## src/rtl/xcvr_mode_pkg.sv

```systemverilog
package xcvr_mode_pkg;
   typedef enum logic [2:0] {
      MD_NORMAL   = 3'd0,
      MD_CONFIG   = 3'd1,
      MD_LOWPWR   = 3'd2,
      MD_SLEEP    = 3'd3,
      MD_PASSTHRU = 3'd4,
      MD_TRISTATE = 3'd5
   } mode_e;
endpackage

```

## src/rtl/xcvr_sync.sv

```systemverilog
module xcvr_sync #(
   parameter int unsigned W       = 1,
   parameter int unsigned STAGES  = 2,
   parameter logic [W-1:0] RST_VAL = '0
) (
   input  logic         clk,
   input  logic         rst_n,
   input  logic [W-1:0] d,
   output logic [W-1:0] q
);
   if (STAGES < 2) begin : g_bad_stages
      $error("xcvr_sync needs at least two stages");
   end

   logic [W-1:0] st [STAGES];

   always_ff @(posedge clk or negedge rst_n) begin
      if (!rst_n) begin
         for (int i = 0; i < STAGES; i++) st[i] <= RST_VAL;
      end else begin
         st[0] <= d;
         for (int i = 1; i < STAGES; i++) st[i] <= st[i-1];
      end
   end

   assign q = st[STAGES-1];
endmodule

```

## src/rtl/xcvr_pin_qual.sv

```systemverilog
module xcvr_pin_qual
   import xcvr_mode_pkg::*;
#(
   parameter int unsigned TSTATE       = 16,
   parameter bit          HAS_TRISTATE = 1'b1
) (
   input  logic  clk,
   input  logic  rst_n,
   input  logic  rstn_s,
   input  logic  csn_s,
   output mode_e tgt
);
   localparam int unsigned CW = (TSTATE > 1) ? $clog2(TSTATE) : 1;
   localparam logic [CW-1:0] CMAX = CW'(TSTATE - 1);

   mode_e          code, cand;
   logic  [CW-1:0] cnt;

   // pin pattern -> requested mode; variant decides the both-high case
   if (HAS_TRISTATE) begin : g_tri
      always_comb begin
         unique case ({rstn_s, csn_s})
            2'b00:   code = MD_SLEEP;
            2'b01:   code = MD_CONFIG;
            2'b10:   code = MD_NORMAL;
            default: code = MD_TRISTATE;
         endcase
      end
   end else begin : g_no_tri
      always_comb begin
         unique case ({rstn_s, csn_s})
            2'b00:   code = MD_SLEEP;
            2'b01:   code = MD_CONFIG;
            default: code = MD_NORMAL;
         endcase
      end
   end

   always_ff @(posedge clk or negedge rst_n) begin
      if (!rst_n) begin
         cand <= MD_CONFIG;
         cnt  <= '0;
         tgt  <= MD_CONFIG;
      end else if (code != cand) begin
         cand <= code;
         cnt  <= '0;
      end else if (cnt == CMAX) begin
         tgt  <= cand;
      end else begin
         cnt  <= cnt + 1'b1;
      end
   end
endmodule

```

## src/rtl/xcvr_lp_seq.sv

```systemverilog
module xcvr_lp_seq #(
   parameter int unsigned MIN_STOP = 5,
   parameter int unsigned WAKE_CYC = 4
) (
   input  logic clk,
   input  logic rst_n,
   input  logic active,
   input  logic stp_s,
   output logic clk_stop,
   output logic wake_done
);
   localparam int unsigned SW = $clog2(MIN_STOP + 1);
   localparam int unsigned WW = (WAKE_CYC > 1) ? $clog2(WAKE_CYC) : 1;
   localparam logic [SW-1:0] SMAX = SW'(MIN_STOP);
   localparam logic [WW-1:0] WMAX = WW'(WAKE_CYC - 1);

   logic [SW-1:0] stop_cnt;
   logic [WW-1:0] wk_cnt;
   logic          waking;

   always_ff @(posedge clk or negedge rst_n) begin
      if (!rst_n) begin
         stop_cnt <= '0;
         wk_cnt   <= '0;
         waking   <= 1'b0;
      end else if (!active) begin
         stop_cnt <= '0;
         wk_cnt   <= '0;
         waking   <= 1'b0;
      end else begin
         if (stop_cnt != SMAX) stop_cnt <= stop_cnt + 1'b1;
         if (!waking && stop_cnt == SMAX && stp_s) waking <= 1'b1;
         if (waking && wk_cnt != WMAX) wk_cnt <= wk_cnt + 1'b1;
      end
   end

   assign clk_stop  = active && !waking;
   assign wake_done = waking && (wk_cnt == WMAX);
endmodule

```

## src/rtl/xcvr_mode_ctrl.sv

```systemverilog
module xcvr_mode_ctrl
   import xcvr_mode_pkg::*;
#(
   parameter int unsigned TSTATE       = 16,
   parameter int unsigned MIN_STOP     = 5,
   parameter int unsigned WAKE_CYC     = 4,
   parameter int unsigned SYNC_STAGES  = 2,
   parameter bit          HAS_TRISTATE = 1'b1
) (
   input  logic       clk,
   input  logic       por_n,
   input  logic       rstn_pin,
   input  logic       csn_pin,
   input  logic       suspend_clr_wr,
   input  logic       carkit_set_wr,
   input  logic       carkit_clr_wr,
   input  logic       stp,
   output logic [2:0] mode,
   output logic       mode_chg,
   output logic       ulpi_oe,
   output logic       clk_en,
   output logic       dir_req,
   output logic       suspendm_set
);
   if (TSTATE < 2) begin : g_bad_tstate
      $error("TSTATE must be at least 2");
   end
   if (MIN_STOP < 1 || WAKE_CYC < 1) begin : g_bad_lp
      $error("MIN_STOP and WAKE_CYC must be at least 1");
   end

   logic [1:0] pins_s;
   logic       stp_s, lp_stop, wake_done;
   mode_e      tgt, cur, nxt;

   // {csn, rstn}: reset value matches the power-on Configuration pattern
   xcvr_sync #(.W(2), .STAGES(SYNC_STAGES), .RST_VAL(2'b10)) u_pin_sync (
      .clk(clk), .rst_n(por_n), .d({csn_pin, rstn_pin}), .q(pins_s));

   xcvr_sync #(.W(1), .STAGES(SYNC_STAGES), .RST_VAL(1'b0)) u_stp_sync (
      .clk(clk), .rst_n(por_n), .d(stp), .q(stp_s));

   xcvr_pin_qual #(.TSTATE(TSTATE), .HAS_TRISTATE(HAS_TRISTATE)) u_qual (
      .clk(clk), .rst_n(por_n), .rstn_s(pins_s[0]), .csn_s(pins_s[1]), .tgt(tgt));

   xcvr_lp_seq #(.MIN_STOP(MIN_STOP), .WAKE_CYC(WAKE_CYC)) u_lp (
      .clk(clk), .rst_n(por_n), .active(cur == MD_LOWPWR), .stp_s(stp_s),
      .clk_stop(lp_stop), .wake_done(wake_done));

   // a qualified pin target persists while the pins stay put, so it also
   // serves as the pending request after the mandatory stop in Normal
   always_comb begin
      nxt = cur;
      unique case (cur)
         MD_NORMAL: begin
            if (tgt != MD_NORMAL)    nxt = tgt;
            else if (suspend_clr_wr) nxt = MD_LOWPWR;
            else if (carkit_set_wr)  nxt = MD_PASSTHRU;
         end
         MD_CONFIG, MD_SLEEP, MD_TRISTATE: begin
            if (tgt != cur) nxt = MD_NORMAL;
         end
         MD_LOWPWR: begin
            if (tgt != MD_NORMAL || wake_done) nxt = MD_NORMAL;
         end
         MD_PASSTHRU: begin
            if (tgt != MD_NORMAL || carkit_clr_wr) nxt = MD_NORMAL;
         end
         default: nxt = MD_NORMAL;
      endcase
   end

   always_ff @(posedge clk or negedge por_n) begin
      if (!por_n) begin
         cur          <= MD_CONFIG;
         mode_chg     <= 1'b0;
         suspendm_set <= 1'b0;
      end else begin
         cur          <= nxt;
         mode_chg     <= (nxt != cur);
         suspendm_set <= (cur == MD_LOWPWR) && (nxt != MD_LOWPWR);
      end
   end

   assign mode    = cur;
   assign ulpi_oe = (cur == MD_NORMAL) || (cur == MD_LOWPWR) || (cur == MD_PASSTHRU);
   assign clk_en  = (cur != MD_SLEEP) && !lp_stop;
   assign dir_req = (cur == MD_LOWPWR);
endmodule

```

## config.mk

```make
export PLATFORM = sky130hd
export DESIGN_NAME = xcvr_mode_ctrl
export DESIGN_NICKNAME = d
export VERILOG_FILES = /design/src/rtl/xcvr_mode_pkg.sv /design/src/rtl/xcvr_sync.sv /design/src/rtl/xcvr_pin_qual.sv /design/src/rtl/xcvr_lp_seq.sv /design/src/rtl/xcvr_mode_ctrl.sv
export SDC_FILE = /design/constraint.sdc
export NUM_CORES = 1
export LEC_CHECK = 0
export ABC_AREA = 1
export CORE_MARGIN = 2
export CORE_UTILIZATION = 55
export CTS_BUF_LIST = sky130_fd_sc_hd__clkbuf_4
export CTS_CLUSTER_SIZE = 12
export DETAILED_ROUTE_END_ITERATION = 7
export DONT_BUFFER_PORTS = 1
export GPL_ROUTABILITY_DRIVEN = 0
export GPL_TIMING_DRIVEN = 0
export PLACE_DENSITY = 0.78
export SYNTH_ARGS = -nofsm -noshare
export SYNTH_HDL_FRONTEND = slang
export SYNTH_SLANG_ARGS = --single-unit
```

## constraint.sdc

```tcl
create_clock -name clk -period 1.65 [get_ports clk]
set_input_delay 0.2475 -clock clk [delete_from_list [all_inputs] [get_ports clk]]
set_output_delay 0.2475 -clock clk [all_outputs]
set_load 0.02 [all_outputs]
```

==> impl_metrics.sql <==
INSERT INTO impl_metrics (metric_group, metric, value, unit) VALUES
('drt', 'final_antenna_violating_net_count', '0', ''),
('timing', 'clock_skew', '0.0005932', 'ns'),
('synth', 'adder_cell_fraction_of_synth_area', '0.03653', ''),
('timing', 'layout_min_cycle_time', '1.590', 'ns'),
('timing', 'timing.slew.headroom', '0.7607', ''),
('global_route', 'grt_start_max_net_pins', '28', ''),
('layout', 'finish.net_count', '172', ''),
('floorplan', 'die-height', '53.91', 'µm'),
('global_route', 'global_route.usage.met3', '0.03611', ''),
('floorplan', 'floorplan.initialDensity', '0.5685', ''),
('timing', 'fin_hold_ws', '0.1822', 'ns'),
('floorplan', 'core_area', '2410', 'µm²'),
('global_route', 'via_count_of_the_first_global_routing_pass', '938', ''),
('global_route', 'grt_overflow_total', '0', ''),
('cts', 'cts-root-buf', 'sky130_fd_sc_hd__clkbuf_4', ''),
('timing', 'final_hold_viol_count', '0', ''),
('synth', 'synth-simple-area-share', '0.2347', ''),
('cts', 'tritoncts', 'yes', ''),
('timing', 'worst_pin_slew', '0.3569', 'ns'),
('synth', 'ys_types', '31', ''),
('synth', 'netlist_area', '1370', 'µm²'),
('synth', 'post_synthesis_mux_area_share', '0', ''),
('power_and_ir_drop', 'cellLeakagePower', '0.7318', 'nW'),
('run', 'max_cap_viol_count', '0', ''),
('synth', 'async_s_r_ff_share_synth', '1.000', ''),
('power_and_ir_drop', 'worst_ir_drop_vdd', '0.001080', 'V'),
('synth', 'yosys_register_bits', '27', ''),
('critical_path', 'critPathMaxFanout', '10', ''),
('placement', 'post_detailed_placement_cell_area', '1408', 'µm²'),
('synth', 'combinational_family_with_the_most_area_after_synthesis', 'simple AND/OR/NAND/NOR gates', ''),
('placement', 'buffer_ports.inserted', '0', ''),
('global_route', 'grtUsageMet2', '0.3191', ''),
('global_route', 'antenna_found_initial', '0', ''),
('global_route', 'grt_first_pass_wirelength', '3829', 'µm'),
('critical_path', 'worstPathArrival', '1.34', 'ns'),
('cts', 'cts_num_sinks', '27', ''),
('synth', 'ys_seq_area_frac', '0.4977', ''),
('timing', 'setup_violations_final', '0', ''),
('critical_path', 'crit_path_start_kind', 'flip-flop', ''),
('critical_path', 'critical_path_required', '1.40', 'ns'),
('drt', 'drt-wirelength-per-cell', '12.75', 'µm'),
('synth', 'synthXorXnorAreaFrac', '0.04932', ''),
('placement', 'preCtsSetupSlack', '0.05278', 'ns'),
('global_route', 'groute.usage.overall', '0.1897', ''),
('layout', 'insertedDiodeCount', '0', ''),
('critical_path', 'crit_path_end_kind', 'primary output', ''),
('synth', 'synth.top_cells.by_count', 'sky130_fd_sc_hd__nand2_1, sky130_fd_sc_hd__dfrtp_1, sky130_fd_sc_hd__inv_1, sky130_fd_sc_hd__nor2_1, sky130_fd_sc_hd__a21oi_1', ''),
('placement', 'hpwlAfterDp', '1743', 'µm'),
('cts', 'worst_skew_pair.late_latency', '0.32', 'ns'),
('drt', 'dr.pass1.iters', '4', ''),
('cts', 'clockBufferDepth', '2', ''),
('floorplan', 'die-width', '53.91', 'µm'),
('synth', 'post_synth_main_area_contributors', 'sky130_fd_sc_hd__dfrtp_1, sky130_fd_sc_hd__dfstp_2, sky130_fd_sc_hd__nand2_1', ''),
('synth', 'most_used_flip_flop_cell_after_synthesis', 'sky130_fd_sc_hd__dfrtp_1', ''),
('cts', 'ctsHtreeMaxLevel', '1', ''),
('timing', 'max_freq', '629.1', 'MHz'),
('synth', 'ys.warnings.count', '0', ''),
('timing', 'grt_setup_unrepaired', 'yes', ''),
('synth', 'synthMostInstantiatedCell', 'sky130_fd_sc_hd__nand2_1', ''),
('drt', 'drt_wl_total', '2409', 'µm'),
('layout', 'final_cells', '189', ''),
('timing', 'timing_max_transition_violations_final', '0', ''),
('drt', 'detailedRoute.firstIterationViolations', '15', ''),
('timing', 'fin_ws', '0.06045', 'ns'),
('cts', 'clk_pin_slew', '0.13', 'ns'),
('synth', 'synth_cells', '147', ''),
('cts', 'tritoncts.num_buffers', '3', ''),
('synth', 'synthesis.area_per_instance', '9.320', 'µm²'),
('layout', 'areaGrowthSynthToFinish', '12.79', '%'),
('floorplan', 'row_count', '18', ''),
('outcome', 'run_status', 'completed', '');
-- cell usage in the layout (no fill, tap or decap), types with 2 or more instances in the layout --
| cell | netlist | final |
|---|---|---|
| sky130_fd_sc_hd__a21oi_1 | 9 | 8 |
| sky130_fd_sc_hd__a21oi_2 | 1 | 2 |
| sky130_fd_sc_hd__buf_4 | 1 | 3 |
| sky130_fd_sc_hd__buf_6 | 2 | 2 |
| sky130_fd_sc_hd__clkbuf_4 | 0 | 4 |
| sky130_fd_sc_hd__dfrtp_1 | 22 | 20 |
| sky130_fd_sc_hd__dfrtp_2 | 0 | 2 |
| sky130_fd_sc_hd__dfstp_2 | 5 | 5 |
| sky130_fd_sc_hd__dlygate4sd3_1 | 0 | 4 |
| sky130_fd_sc_hd__ha_1 | 4 | 4 |
| sky130_fd_sc_hd__inv_1 | 17 | 16 |
| sky130_fd_sc_hd__inv_2 | 2 | 3 |
| sky130_fd_sc_hd__nand2_1 | 23 | 22 |
| sky130_fd_sc_hd__nand2_2 | 2 | 3 |
| sky130_fd_sc_hd__nand3_1 | 8 | 7 |
| sky130_fd_sc_hd__nand3_2 | 4 | 5 |
| sky130_fd_sc_hd__nand4_1 | 3 | 3 |
| sky130_fd_sc_hd__nor2_1 | 13 | 13 |
| sky130_fd_sc_hd__nor2_2 | 4 | 4 |
| sky130_fd_sc_hd__nor2_4 | 2 | 2 |
| sky130_fd_sc_hd__o211ai_1 | 2 | 2 |
| sky130_fd_sc_hd__o21ai_0 | 6 | 5 |
| sky130_fd_sc_hd__o21ai_1 | 4 | 4 |
| sky130_fd_sc_hd__xnor2_1 | 2 | 2 |
| sky130_fd_sc_hd__xor2_1 | 2 | 2 |
-- area by class of cell --
cell class	instances	area, µm²
Multi-Input combinational cell	98	601.8
Tap cell	30	37.54
Sequential cell	27	684.4
Buffer	3	37.54
Fill cell	182	864.6
Timing Repair Buffer	8	82.58
Clock buffer	4	30.03
Inverter	19	71.32
-- final timing paths --
path	start	endpoint	slack, ns	cells past startpoint
min reg2reg	u_pin_sync.st[2]$_DFF_PN0_	u_pin_sync.q[0]$_DFF_PN0_	0.37	0
min	carkit_clr_wr	mode[2]$_DFF_PN0_	0.18	3
min in group asynchronous	por_n	u_qual.tgt[2]$_DFFE_PN0P_	0.34	2
max	mode[2]$_DFF_PN0_	dir_req	0.06	4
max reg2reg	mode[0]$_DFF_PN1_	suspendm_set$_DFF_PN0_	0.06	11
max in group asynchronous	por_n	u_pin_sync.q[1]$_DFF_PN1_	1.07	2
-- registers in the layout, indices dropped and copies added, names as in the netlist --
name and cells:
mode 3, mode_chg 1, suspendm_set 1, u_lp.stop_cnt 3
u_lp.waking 1, u_lp.wk_cnt 2, u_pin_sync.q 2, u_pin_sync.st 2
u_qual.cand 3, u_qual.cnt 4, u_qual.tgt 3, u_stp_sync.q 1
u_stp_sync.st 1
-- cell families after synthesis --
kind of cell,Yosys count
XOR/XNOR,6
AND/OR/NAND/NOR,62
adder cells (fa/ha/maj),4
AO/OA/AOI/OAI,26
flip-flops,27
buffers and inverters,22
-- layer usage --
| metal | share of wire | up-vias | wire (µm) |
|---|---|---|---|
| li1 | - | 500 | - |
| met5 | 0 | - | 0 |
| met1 | 0.42 | 460 | 1010 |
| met4 | 0.023 | 0 | 56 |
| met3 | 0.043 | 4 | 103 |
| met2 | 0.51 | 21 | 1237 |
-- report_power, final --
| part | internal, W | switching, W |
|---|---|---|
| Clock | 0.000111 | 0.000179 |
| Combinational | 0.000261 | 0.000427 |
| Sequential | 0.000767 | 0.000118 |
| Total | 0.00114 | 0.000724 |
-- stage by stage --
stage | setup TNS [ns] | utilization
finish | 0 | 0.6412
floorplan | 0 | -
detailed placement | 0 | 0.5841
global placement | 0 | 0.5841
CTS | 0 | 0.6236
global route | -0.03989 | 0.6412
-- worst max-delay path, cell delays in order, from the launching register on --
cell and delay [ns]:
sky130_fd_sc_hd__dfrtp_2 0.49, sky130_fd_sc_hd__buf_8 0.17, sky130_fd_sc_hd__inv_2 0.06, sky130_fd_sc_hd__nand2_2 0.07, sky130_fd_sc_hd__nor2_4 0.23
-- timing repair --
item,in CTS,in global routing
gates resized for setup,3,7
pin swaps,0,1
endpoints found under the hold margin,30,0
setup buffers,0,3
gates cloned,0,0
setup endpoints to repair,3,5
hold buffers,5,0
Note: power is estimated with default switching activity, not from simulation.
